[config.mk]
export PLATFORM = sky130hd
export DESIGN_NAME = wp_guard
export DESIGN_NICKNAME = d
export VERILOG_FILES = /design/src/rtl/wp_guard_pkg.sv /design/src/rtl/wp_region_dec.sv /design/src/rtl/wp_decide.sv /design/src/rtl/wp_prot_store.sv /design/src/rtl/wp_guard.sv
export SDC_FILE = /design/constraint.sdc
export NUM_CORES = 1
export LEC_CHECK = 0
export CAP_MARGIN = 20
export CORE_AREA = 2 2 39 41
export CTS_CLUSTER_SIZE = 28
export DETAILED_ROUTE_END_ITERATION = 8
export DIE_AREA = 0 0 41 43
export DONT_BUFFER_PORTS = 1
export PLACE_DENSITY = 0.48
export SLEW_MARGIN = 30
export SYNTH_ARGS = -nofsm -noshare
export SYNTH_HDL_FRONTEND = slang
export SYNTH_SLANG_ARGS = --single-unit
[constraint.sdc]
create_clock -name clk -period 1.45 [get_ports clk]
set_input_delay 0.145 -clock clk [delete_from_list [all_inputs] [get_ports clk]]
set_output_delay 0.145 -clock clk [all_outputs]
set_load 0.005 [all_outputs]
[src/rtl/wp_guard_pkg.sv]
`timescale 1ns/1ps
// Shared types for the write-protect guard.
// Assumes the register layout is fixed: lock enable at the top, latch at bit 0.
package wp_guard_pkg;

    // Protected-region selector values; the encoding is decoded by wp_region_dec.
    typedef enum logic [1:0] {
        BLK_NONE = 2'b00,
        BLK_QTR  = 2'b01,
        BLK_HALF = 2'b10,
        BLK_ALL  = 2'b11
    } blk_sel_e;

    // Protection register: bit 3 lock enable, bits 2:1 selector, bit 0 latch.
    typedef struct packed {
        logic     lock_en;
        blk_sel_e sel;
        logic     latch;
    } prot_reg_t;

    localparam int PROT_W = $bits(prot_reg_t);

endpackage

[src/rtl/wp_region_dec.sv]
`timescale 1ns/1ps
// Region decoder: flags whether an address lies inside the protected region.
// Assumes ADDR_W >= 2 and that regions are counted down from the top address.
module wp_region_dec
    import wp_guard_pkg::*;
#(
    parameter int ADDR_W = 12
) (
    input  logic [ADDR_W-1:0] addr,
    input  blk_sel_e          sel,
    output logic              in_region
);

    localparam int MSB = ADDR_W - 1;

    logic top_quarter;
    logic top_half;

    // Upper quarter: both top address bits set; upper half: top bit set.
    assign top_quarter = addr[MSB] & addr[MSB-1];
    assign top_half    = addr[MSB];

    // Select the region test named by the selector.
    always_comb begin
        unique case (sel)
            BLK_NONE: in_region = 1'b0;
            BLK_QTR:  in_region = top_quarter;
            BLK_HALF: in_region = top_half;
            BLK_ALL:  in_region = 1'b1;
            default:  in_region = 1'b1;
        endcase
    end

endmodule

[src/rtl/wp_decide.sv]
`timescale 1ns/1ps
// Policy logic: decides accept or refuse for one request, and whether to load the register.
// Assumes at most one request per cycle and that the register sits at the all-ones address.
module wp_decide
    import wp_guard_pkg::*;
#(
    parameter int ADDR_W = 12
) (
    input  logic              req,
    input  logic [ADDR_W-1:0] addr,
    input  prot_reg_t         new_val,
    input  prot_reg_t         cur,
    input  logic              pin,
    output logic              accept,
    output logic              refuse,
    output logic              load_reg
);

    localparam logic [ADDR_W-1:0] REG_ADDR = {ADDR_W{1'b1}};

    logic is_reg;
    logic in_region;
    logic hw_lock;
    logic fields_same;
    logic reg_ok;
    logic arr_ok;

    wp_region_dec #(.ADDR_W(ADDR_W)) u_region (
        .addr      (addr),
        .sel       (cur.sel),
        .in_region (in_region)
    );

    // Classify the request and gather the protection conditions.
    always_comb begin
        is_reg      = (addr == REG_ADDR);
        hw_lock     = pin & cur.lock_en;
        fields_same = (new_val.lock_en == cur.lock_en) && (new_val.sel == cur.sel);
    end

    // Latch-only changes always pass; field changes need the latch and no hardware lock.
    always_comb begin
        reg_ok = fields_same | (cur.latch & ~hw_lock);
        arr_ok = cur.latch & ~in_region;
    end

    // Produce the verdict for this cycle's request.
    always_comb begin
        accept   = 1'b0;
        refuse   = 1'b0;
        load_reg = 1'b0;
        if (req) begin
            if (is_reg) begin
                accept   = reg_ok;
                refuse   = ~reg_ok;
                load_reg = reg_ok;
            end else begin
                accept = arr_ok;
                refuse = ~arr_ok;
            end
        end
    end

endmodule

[src/rtl/wp_prot_store.sv]
`timescale 1ns/1ps
// Protection register storage; the reset value stands in for the stored nonvolatile setting.
// Assumes load is asserted only for accepted register writes.
module wp_prot_store
    import wp_guard_pkg::*;
#(
    parameter logic [PROT_W-1:0] INIT = '0
) (
    input  logic      clk,
    input  logic      rst_n,
    input  logic      load,
    input  prot_reg_t d,
    output prot_reg_t q
);

    // Hold the register; restore the initial value on reset.
    always_ff @(posedge clk) begin
        if (!rst_n) begin
            q <= prot_reg_t'(INIT);
        end else if (load) begin
            q <= d;
        end
    end

endmodule

[src/rtl/wp_guard.sv]
`timescale 1ns/1ps
// Top: write-protect guard. Answers each request with a one-cycle allow or reject pulse.
// Assumes the requester holds wr_addr, wr_data and wp_pin valid in the request cycle.
module wp_guard
    import wp_guard_pkg::*;
#(
    parameter int                ADDR_W    = 12,
    parameter logic [PROT_W-1:0] PROT_INIT = '0
) (
    input  logic              clk,
    input  logic              rst_n,
    input  logic              wr_req,
    input  logic [ADDR_W-1:0] wr_addr,
    input  logic [PROT_W-1:0] wr_data,
    input  logic              wp_pin,
    output logic              wr_allow,
    output logic              wr_reject,
    output logic [PROT_W-1:0] prot_q
);

    prot_reg_t cur_reg;
    prot_reg_t new_val;
    logic      accept;
    logic      refuse;
    logic      load_reg;

    assign new_val = prot_reg_t'(wr_data);
    assign prot_q  = cur_reg;

    wp_decide #(.ADDR_W(ADDR_W)) u_decide (
        .req      (wr_req),
        .addr     (wr_addr),
        .new_val  (new_val),
        .cur      (cur_reg),
        .pin      (wp_pin),
        .accept   (accept),
        .refuse   (refuse),
        .load_reg (load_reg)
    );

    wp_prot_store #(.INIT(PROT_INIT)) u_store (
        .clk   (clk),
        .rst_n (rst_n),
        .load  (load_reg),
        .d     (new_val),
        .q     (cur_reg)
    );

    // Register the verdict as one-cycle pulses.
    always_ff @(posedge clk) begin
        if (!rst_n) begin
            wr_allow  <= 1'b0;
            wr_reject <= 1'b0;
        end else begin
            wr_allow  <= accept;
            wr_reject <= refuse;
        end
    end

endmodule

==> results of run 1 <==
## worst max-delay path, delay by kind of cell (launching register included)
family	cells	cell delay [ns]
mux	1	0.21
compound gates	1	0.26
simple gates	1	0.22
flops	1	0.41
xor+xnor	1	0.10
## placed cells by master (no fill, tap or decap)
cell type / synthesis / final
sky130_fd_sc_hd__xnor2_1: 3 / 3
sky130_fd_sc_hd__a221oi_1: 1 / 1
sky130_fd_sc_hd__mux2_2: 1 / 1
sky130_fd_sc_hd__a32o_1: 1 / 1
sky130_fd_sc_hd__a21o_2: 1 / 1
sky130_fd_sc_hd__nor2b_4: 1 / 1
sky130_fd_sc_hd__nand4_1: 3 / 3
sky130_fd_sc_hd__mux2i_1: 4 / 4
sky130_fd_sc_hd__nor2_1: 1 / 1
sky130_fd_sc_hd__nand2_1: 10 / 10
sky130_fd_sc_hd__nand3_1: 1 / 1
sky130_fd_sc_hd__clkbuf_4: 0 / 3
sky130_fd_sc_hd__dfxtp_1: 6 / 6
sky130_fd_sc_hd__nor3_1: 1 / 1
sky130_fd_sc_hd__inv_1: 1 / 1
sky130_fd_sc_hd__buf_4: 0 / 2
## power by group through the flow
stage | combinational [mW] | clock (mW) | sequential [mW]
after floorplan | 0.0155 | 0 | 0.171
after global placement | 0.0138 | 0 | 0.171
after detailed placement | 0.0139 | 0 | 0.171
after CTS | 0.0139 | 0.160 | 0.167
after global routing | 0.0155 | 0.171 | 0.167
final | 0.0136 | 0.150 | 0.168
## layout make-up
| cell class | count | area [um^2] |
|---|---|---|
| Multi-Input combinational cell | 28 | 189 |
| Tap cell | 16 | 20.0 |
| Inverter | 1 | 3.75 |
| Clock buffer | 3 | 22.5 |
| Sequential cell | 6 | 120 |
| Timing Repair Buffer | 2 | 15.0 |
| Fill cell | 163 | 1010 |
## state kept, by name, indices dropped and copies added, names as in the netlist
name,cells
wr_reject,1
wr_allow,1
u_store.q,4
## cells by family after synthesis
family	after synthesis	share of synthesized area, %
AO/OA/AOI/OAI	3	8.70
flip-flops	6	37.9
buffers and inverters	2	2.37
XOR/XNOR	3	8.30
AND/OR/NAND/NOR	17	26.5
multiplexers	5	16.2
## how the worst max path moves through the flow
| stage | from | end | slack [ns] | cells after the start |
|---|---|---|---|---|
| after floorplan | u_store.q[2] | wr_allow | 0.24 | 4 |
| after global placement | u_store.q[2] | wr_allow | 0.18 | 4 |
| after detailed placement | u_store.q[2] | u_store.q[3] | 0.16 | 4 |
| after CTS | u_store.q[2] | u_store.q[3] | 0.15 | 4 |
| after global routing | u_store.q[2] | u_store.q[3] | 0.06 | 4 |
| final | u_store.q[2] | u_store.q[3] | 0.17 | 4 |
## metal layers
metal  wire length, um  global-route usage, %  vias up
li1                  -                      -      135
met1               259                   6.73      112
met2               350                   15.3       18
met3                58                   3.66        0
met4                 0                   8.00        0
met5                 0                      0        -
==> run_results.csv, run 1 <==
group,metric,value,unit
clocking,tritoncts_num_sinks,6,
critical_path,rr_worst_depth,4,
synthesis,post_synthesis_sequential_area_ratio,37.9,%
layout,instances_no_fill,56,
layout,synthToLayoutAreaGrowth,17.0,%
critical_path,worst_r2r_setup_slack,0.17,ns
pwr,switching_power_share_of_the_total,19.0,%
placed_design,place.detailed.instances,53,
clocking,postCtsResizedCells,0,
sta,hold-worst-slack,0.0455,ns
die,die_x,41,um
placed_design,detailed_place_hpwl,580,um
pwr,pwr-share-clk,45.4,%
synthesis,postSynthNetCount,56,
pwr,cellInternalPower,0.269,mW
critical_path,r2r_end,"u_store.q[3]",
drt,detailedRoute.firstPassIterationCount,1,
grt,largest_net_degree_at_the_start_of_global_routing,10,
clocking,cts_inserted_buffers,3,
critical_path,worst-setup-path-type,"flip-flop to flip-flop",
sta,layout_setup_ws,0.173,ns
clocking,cts.clk_slew.worst_paths,0.04,ns
placed_design,gpl.final_weighted_congestion,0.610,
min_path,hold_path.class,"primary input to flip-flop",
die,start_util,22.9,%
pwr,power.density,895,nW/um^2
critical_path,max_stage_delay,0.41,ns
drt,drt_first_iter_violations,0,
grt,grt_antenna_before_repair,0,
grt,gr-usage-all-layers,8.93,%
synthesis,synth.distinct_cells,15,
status,outcome,"complete, no violations",
die,placementRows,14,
drt,total_routed_length,668,um
pwr,post-layout-total-power,0.332,mW
synthesis,synth_top_cells_by_count,"sky130_fd_sc_hd__nand2_1, sky130_fd_sc_hd__dfxtp_1, sky130_fd_sc_hd__mux2i_1",
layout,finalCoreUtilization,26.8,%
clocking,post-cts-setup-buffers,0,
placed_design,dp_slack,0.165,ns
clocking,worst_skew_pair.late_latency,0.24,ns
pwr,power.combinational.fraction,4.1,%
drt,drc_errors,0,
die,design.die.area,1760,um^2
sta,timing.max_slew.rel_slack,81.0,%
synthesis,synth_area,317,um^2
sta,worst_pin_slew,0.283,ns
pwr,power.sequential.fraction,50.5,%
synthesis,predominant_post_synthesis_flop_cell,"sky130_fd_sc_hd__dfxtp_1",
clocking,clk_path_buf_depth,2,
sta,finClkSkew,0.00454,ns
sta,number_of_failing_hold_endpoints_at_the_final_stage,0,
drt,detail-route-antenna-nets,0,
placed_design,number_of_buffer_cells_added_on_primary_ports,0,
synthesis,ys_top_cells_by_area,"sky130_fd_sc_hd__dfxtp_1, sky130_fd_sc_hd__mux2i_1, sky130_fd_sc_hd__nand2_1",
layout,final_nets,62,
synthesis,synthCells,36,
critical_path,worstPathCellList,"xnor2_1 -> a32o_1 -> nand3_1 -> mux2i_1",
critical_path,cp-start-kind,"flip-flop",
layout,finalInstanceArea,370,um^2
pwr,max-vdd-ir-drop,0.331,mV
synthesis,yosysWarningCount,0,
min_path,hold_crit_depth,2,
sta,layout_worst_path_cycle_share,88.1,%
clocking,cts_tree,"built",
synthesis,most_used_standard_cell_by_instance_count_after_synthesis,"sky130_fd_sc_hd__nand2_1",
critical_path,cpMaxStageDelayCell,"sky130_fd_sc_hd__dfxtp_1",
min_path,hold_crit_endpoint,"u_store.q[2]",
synthesis,synth_largest_type_area_fraction,37.9,%
synthesis,largest_area_contributor_in_the_netlist,"sky130_fd_sc_hd__dfxtp_1",
sta,final_period_minus_worst_setup_slack,1.28,ns
synthesis,synth_edf_count,0,
critical_path,worst_ep_required_time,1.61,ns
synthesis,syn_area_per_cell,8.79,um^2
critical_path,regToRegStartpoint,"u_store.q[2]",
clocking,cts_root_buffer,"sky130_fd_sc_hd__clkbuf_4",
run,max_cap_viol_count,0,
drt,wl_per_cell,11.9,um
clocking,h-tree-depth,1,
die,die_h,43,um
pwr,net-switching-power,0.0630,mW
layout,drive_above_1_share,20.0,%
sta,timing.final.max_slew_violations,0,
sta,setup_violations,0,
drt,via_total_after_detailed_routing,265,
grt,grt_first_pass_wirelength,1.02,mm
drt,via_density_per_instance,4.73,
grt,grt_overflow,0,
die,core_area,1380,um^2
synthesis,async_flop_share,0,%
min_path,holdCritStartpoint,"wr_data[2]",
sta,fmaxAchievable,783,MHz
sta,rsz0062_at_grt,"false",
die,num_io_pins,26,
critical_path,timing.critical_path.to_type,"flip-flop",
sta,setup-tns-final,0,ns
pwr,leakage,0.155,nW
critical_path,timing.critical_path.fanout_max,5,
placed_design,post_dp_cell_area,348,um^2
synthesis,synth.ff_latch_count,6,
critical_path,critical_path_data_arrival_time,1.44,ns
layout,insertedDiodeCount,0,
grt,first_global_vias,284,
clocking,hold_buffers,0,
(Power assumes the default switching activity.)
==> run 2, diff against run 1 <==
--- a/config.mk
+++ b/config.mk
@@ -7,11 +7,11 @@
 export LEC_CHECK = 0
 export CAP_MARGIN = 20
 export CORE_AREA = 2 2 39 41
+export CTS_BUF_LIST = sky130_fd_sc_hd__clkbuf_4 sky130_fd_sc_hd__clkbuf_8 sky130_fd_sc_hd__clkbuf_16
 export CTS_CLUSTER_SIZE = 28
 export DETAILED_ROUTE_END_ITERATION = 8
 export DIE_AREA = 0 0 41 43
 export DONT_BUFFER_PORTS = 1
-export PLACE_DENSITY = 0.48
 export SLEW_MARGIN = 30
 export SYNTH_ARGS = -nofsm -noshare
 export SYNTH_HDL_FRONTEND = slang
==> run 2 against run 1 <==
Against the previous run: maximum frequency fell by 3.0%; critical path depth stayed put; sequential power about the same; sequential cell count is the same; critical endpoint is now u_store.q[1]; core utilization shrank 0.54 points; non-clock buffer count down 1.
==> run_results.csv, run 2 (synthesis results as in run 1) <==
group,metric,value,unit
clocking,cts_tree,"built",
clocking,post-cts-setup-buffers,0,
sta,setup-tns-final,0,ns
die,die_h,43,um
pwr,power.combinational.fraction,4.3,%
grt,first_global_vias,273,
clocking,h-tree-depth,1,
sta,finClkSkew,0.00428,ns
sta,final_period_minus_worst_setup_slack,1.32,ns
die,start_util,22.9,%
sta,number_of_failing_hold_endpoints_at_the_final_stage,0,
clocking,tritoncts_num_sinks,6,
min_path,hold_path.class,"primary input to flip-flop",
layout,regMostFlops,"u_store.q",
drt,total_routed_length,702,um
layout,final_nets,61,
clocking,postCtsResizedCells,0,
min_path,holdCritStartpoint,"wr_data[3]",
die,die_x,41,um
drt,detail-route-antenna-nets,0,
pwr,power.sequential.fraction,51.0,%
grt,grt_overflow,0,
sta,fmaxAchievable,760,MHz
drt,via_total_after_detailed_routing,261,
sta,rsz0062_at_grt,"false",
critical_path,timing.critical_path.fanout_max,5,
clocking,hold_buffers,0,
grt,grt_first_pass_wirelength,1.03,mm
sta,worst_pin_slew,0.270,ns
sta,setup_violations,0,
clocking,clk_path_buf_depth,2,
layout,finalCoreUtilization,26.2,%
grt,largest_net_degree_at_the_start_of_global_routing,10,
critical_path,timing.critical_path.to_type,"flip-flop",
pwr,cellInternalPower,0.268,mW
pwr,switching_power_share_of_the_total,18.4,%
layout,largest_register_ffs,4,
critical_path,worst-setup-path-type,"flip-flop to flip-flop",
critical_path,worst_ep_required_time,1.61,ns
pwr,max-vdd-ir-drop,0.207,mV
die,placementRows,14,
layout,drive_above_1_share,17.9,%
critical_path,regToRegStartpoint,"u_store.q[2]",
critical_path,cp-start-kind,"flip-flop",
status,outcome,"complete, no violations",
layout,layout_common_cells,"sky130_fd_sc_hd__nand2_1, sky130_fd_sc_hd__dfxtp_1, sky130_fd_sc_hd__mux2i_1",
pwr,net-switching-power,0.0605,mW
sta,timing.max_slew.rel_slack,81.9,%
drt,drc_errors,0,
placed_design,number_of_buffer_cells_added_on_primary_ports,0,
drt,wl_per_cell,12.8,um
layout,insertedDiodeCount,0,
pwr,leakage,0.150,nW
drt,drt_first_iter_violations,6,
clocking,worst_skew_pair.late_latency,0.24,ns
die,design.die.area,1760,um^2
run,max_cap_viol_count,0,
placed_design,gpl.final_weighted_congestion,0.626,
layout,synthToLayoutAreaGrowth,14.6,%
grt,gr-usage-all-layers,9.23,%
sta,timing.final.max_slew_violations,0,
grt,grt_antenna_before_repair,0,
drt,detailedRoute.firstPassIterationCount,2,
pwr,power.density,907,nW/um^2
layout,reg.largest.list,"u_store.q x4, wr_allow x1, wr_reject x1",
clocking,cts.clk_slew.worst_paths,0.04,ns
die,core_area,1380,um^2
clocking,cts_root_buffer,"sky130_fd_sc_hd__clkbuf_4",
clocking,cts_inserted_buffers,3,
layout,layout.cells.most_common,"sky130_fd_sc_hd__nand2_1",
pwr,pwr-share-clk,44.7,%
critical_path,crit_start,"u_store.q[2]",
drt,via_density_per_instance,4.75,
critical_path,critical_path_data_arrival_time,1.48,ns
die,num_io_pins,26,
sta,layout_worst_path_cycle_share,90.8,%
==> run 2: cell count changes in the layout (fill, tap and decap cells not counted), sizes merged <==
cell  delta
buf      -1
==> run 2: path summary, 6_finish.rpt <==
| path | endpoint | slack (ns) | cells past startpoint |
|---|---|---|---|
| min | u_store.q[3] | 0.05 | 2 |
| min reg2reg | u_store.q[3] | 0.53 | 2 |
| max | u_store.q[1] | 0.13 | 4 |
| max reg2reg | u_store.q[1] | 0.13 | 4 |
==> run 2: cell type report <==
type	count	area, um^2
Fill cell	154	1020
Multi-Input combinational cell	28	189
Sequential cell	6	120
Clock buffer	3	22.5
Tap cell	16	20.0
Timing Repair Buffer	1	7.51
Inverter	1	3.75
==> run 2: per-stage QoR <==
step / cell area, um^2 / setup slack, ns / total power [mW] / hold slack [ns] / cells
floorplan: 317 / 0.236 / 0.186 / 0.284 / 36
global route: 363 / 0.0238 / 0.353 / 0.0387 / 55
detailed placement: 340 / 0.127 / 0.185 / 0.291 / 52
CTS: 363 / 0.106 / 0.340 / 0.0313 / 55
global placement: 340 / 0.158 / 0.184 / 0.290 / 52
finish: 363 / 0.134 / 0.329 / 0.0470 / 55
==> run 2: critical path, cell delays in order (launching register included) <==
cell and delay [ns]:
sky130_fd_sc_hd__dfxtp_1 0.43, sky130_fd_sc_hd__xnor2_1 0.10, sky130_fd_sc_hd__a32o_1 0.26, sky130_fd_sc_hd__nand3_1 0.23, sky130_fd_sc_hd__mux2i_1 0.21
==> run 2: layer usage <==
metal / part of all wire, % / track usage, % / vias to the layer above
li1: - / - / 134
met1: 38 / 9.29 / 106
met2: 50 / 12.8 / 19
met3: 11 / 3.66 / 2
met4: 1.4 / 10.0 / 0
met5: 0 / 0 / -
==> run 2: power groups by stage <==
stage	Sequential (mW)	Clock, mW	Combinational (mW)
5_1_grt	0.167	0.170	0.0156
3_5_place_dp	0.171	0	0.0140
3_3_place_gp	0.171	0	0.0137
6_report	0.168	0.147	0.0140
4_1_cts	0.168	0.158	0.0142
2_1_floorplan	0.171	0	0.0155
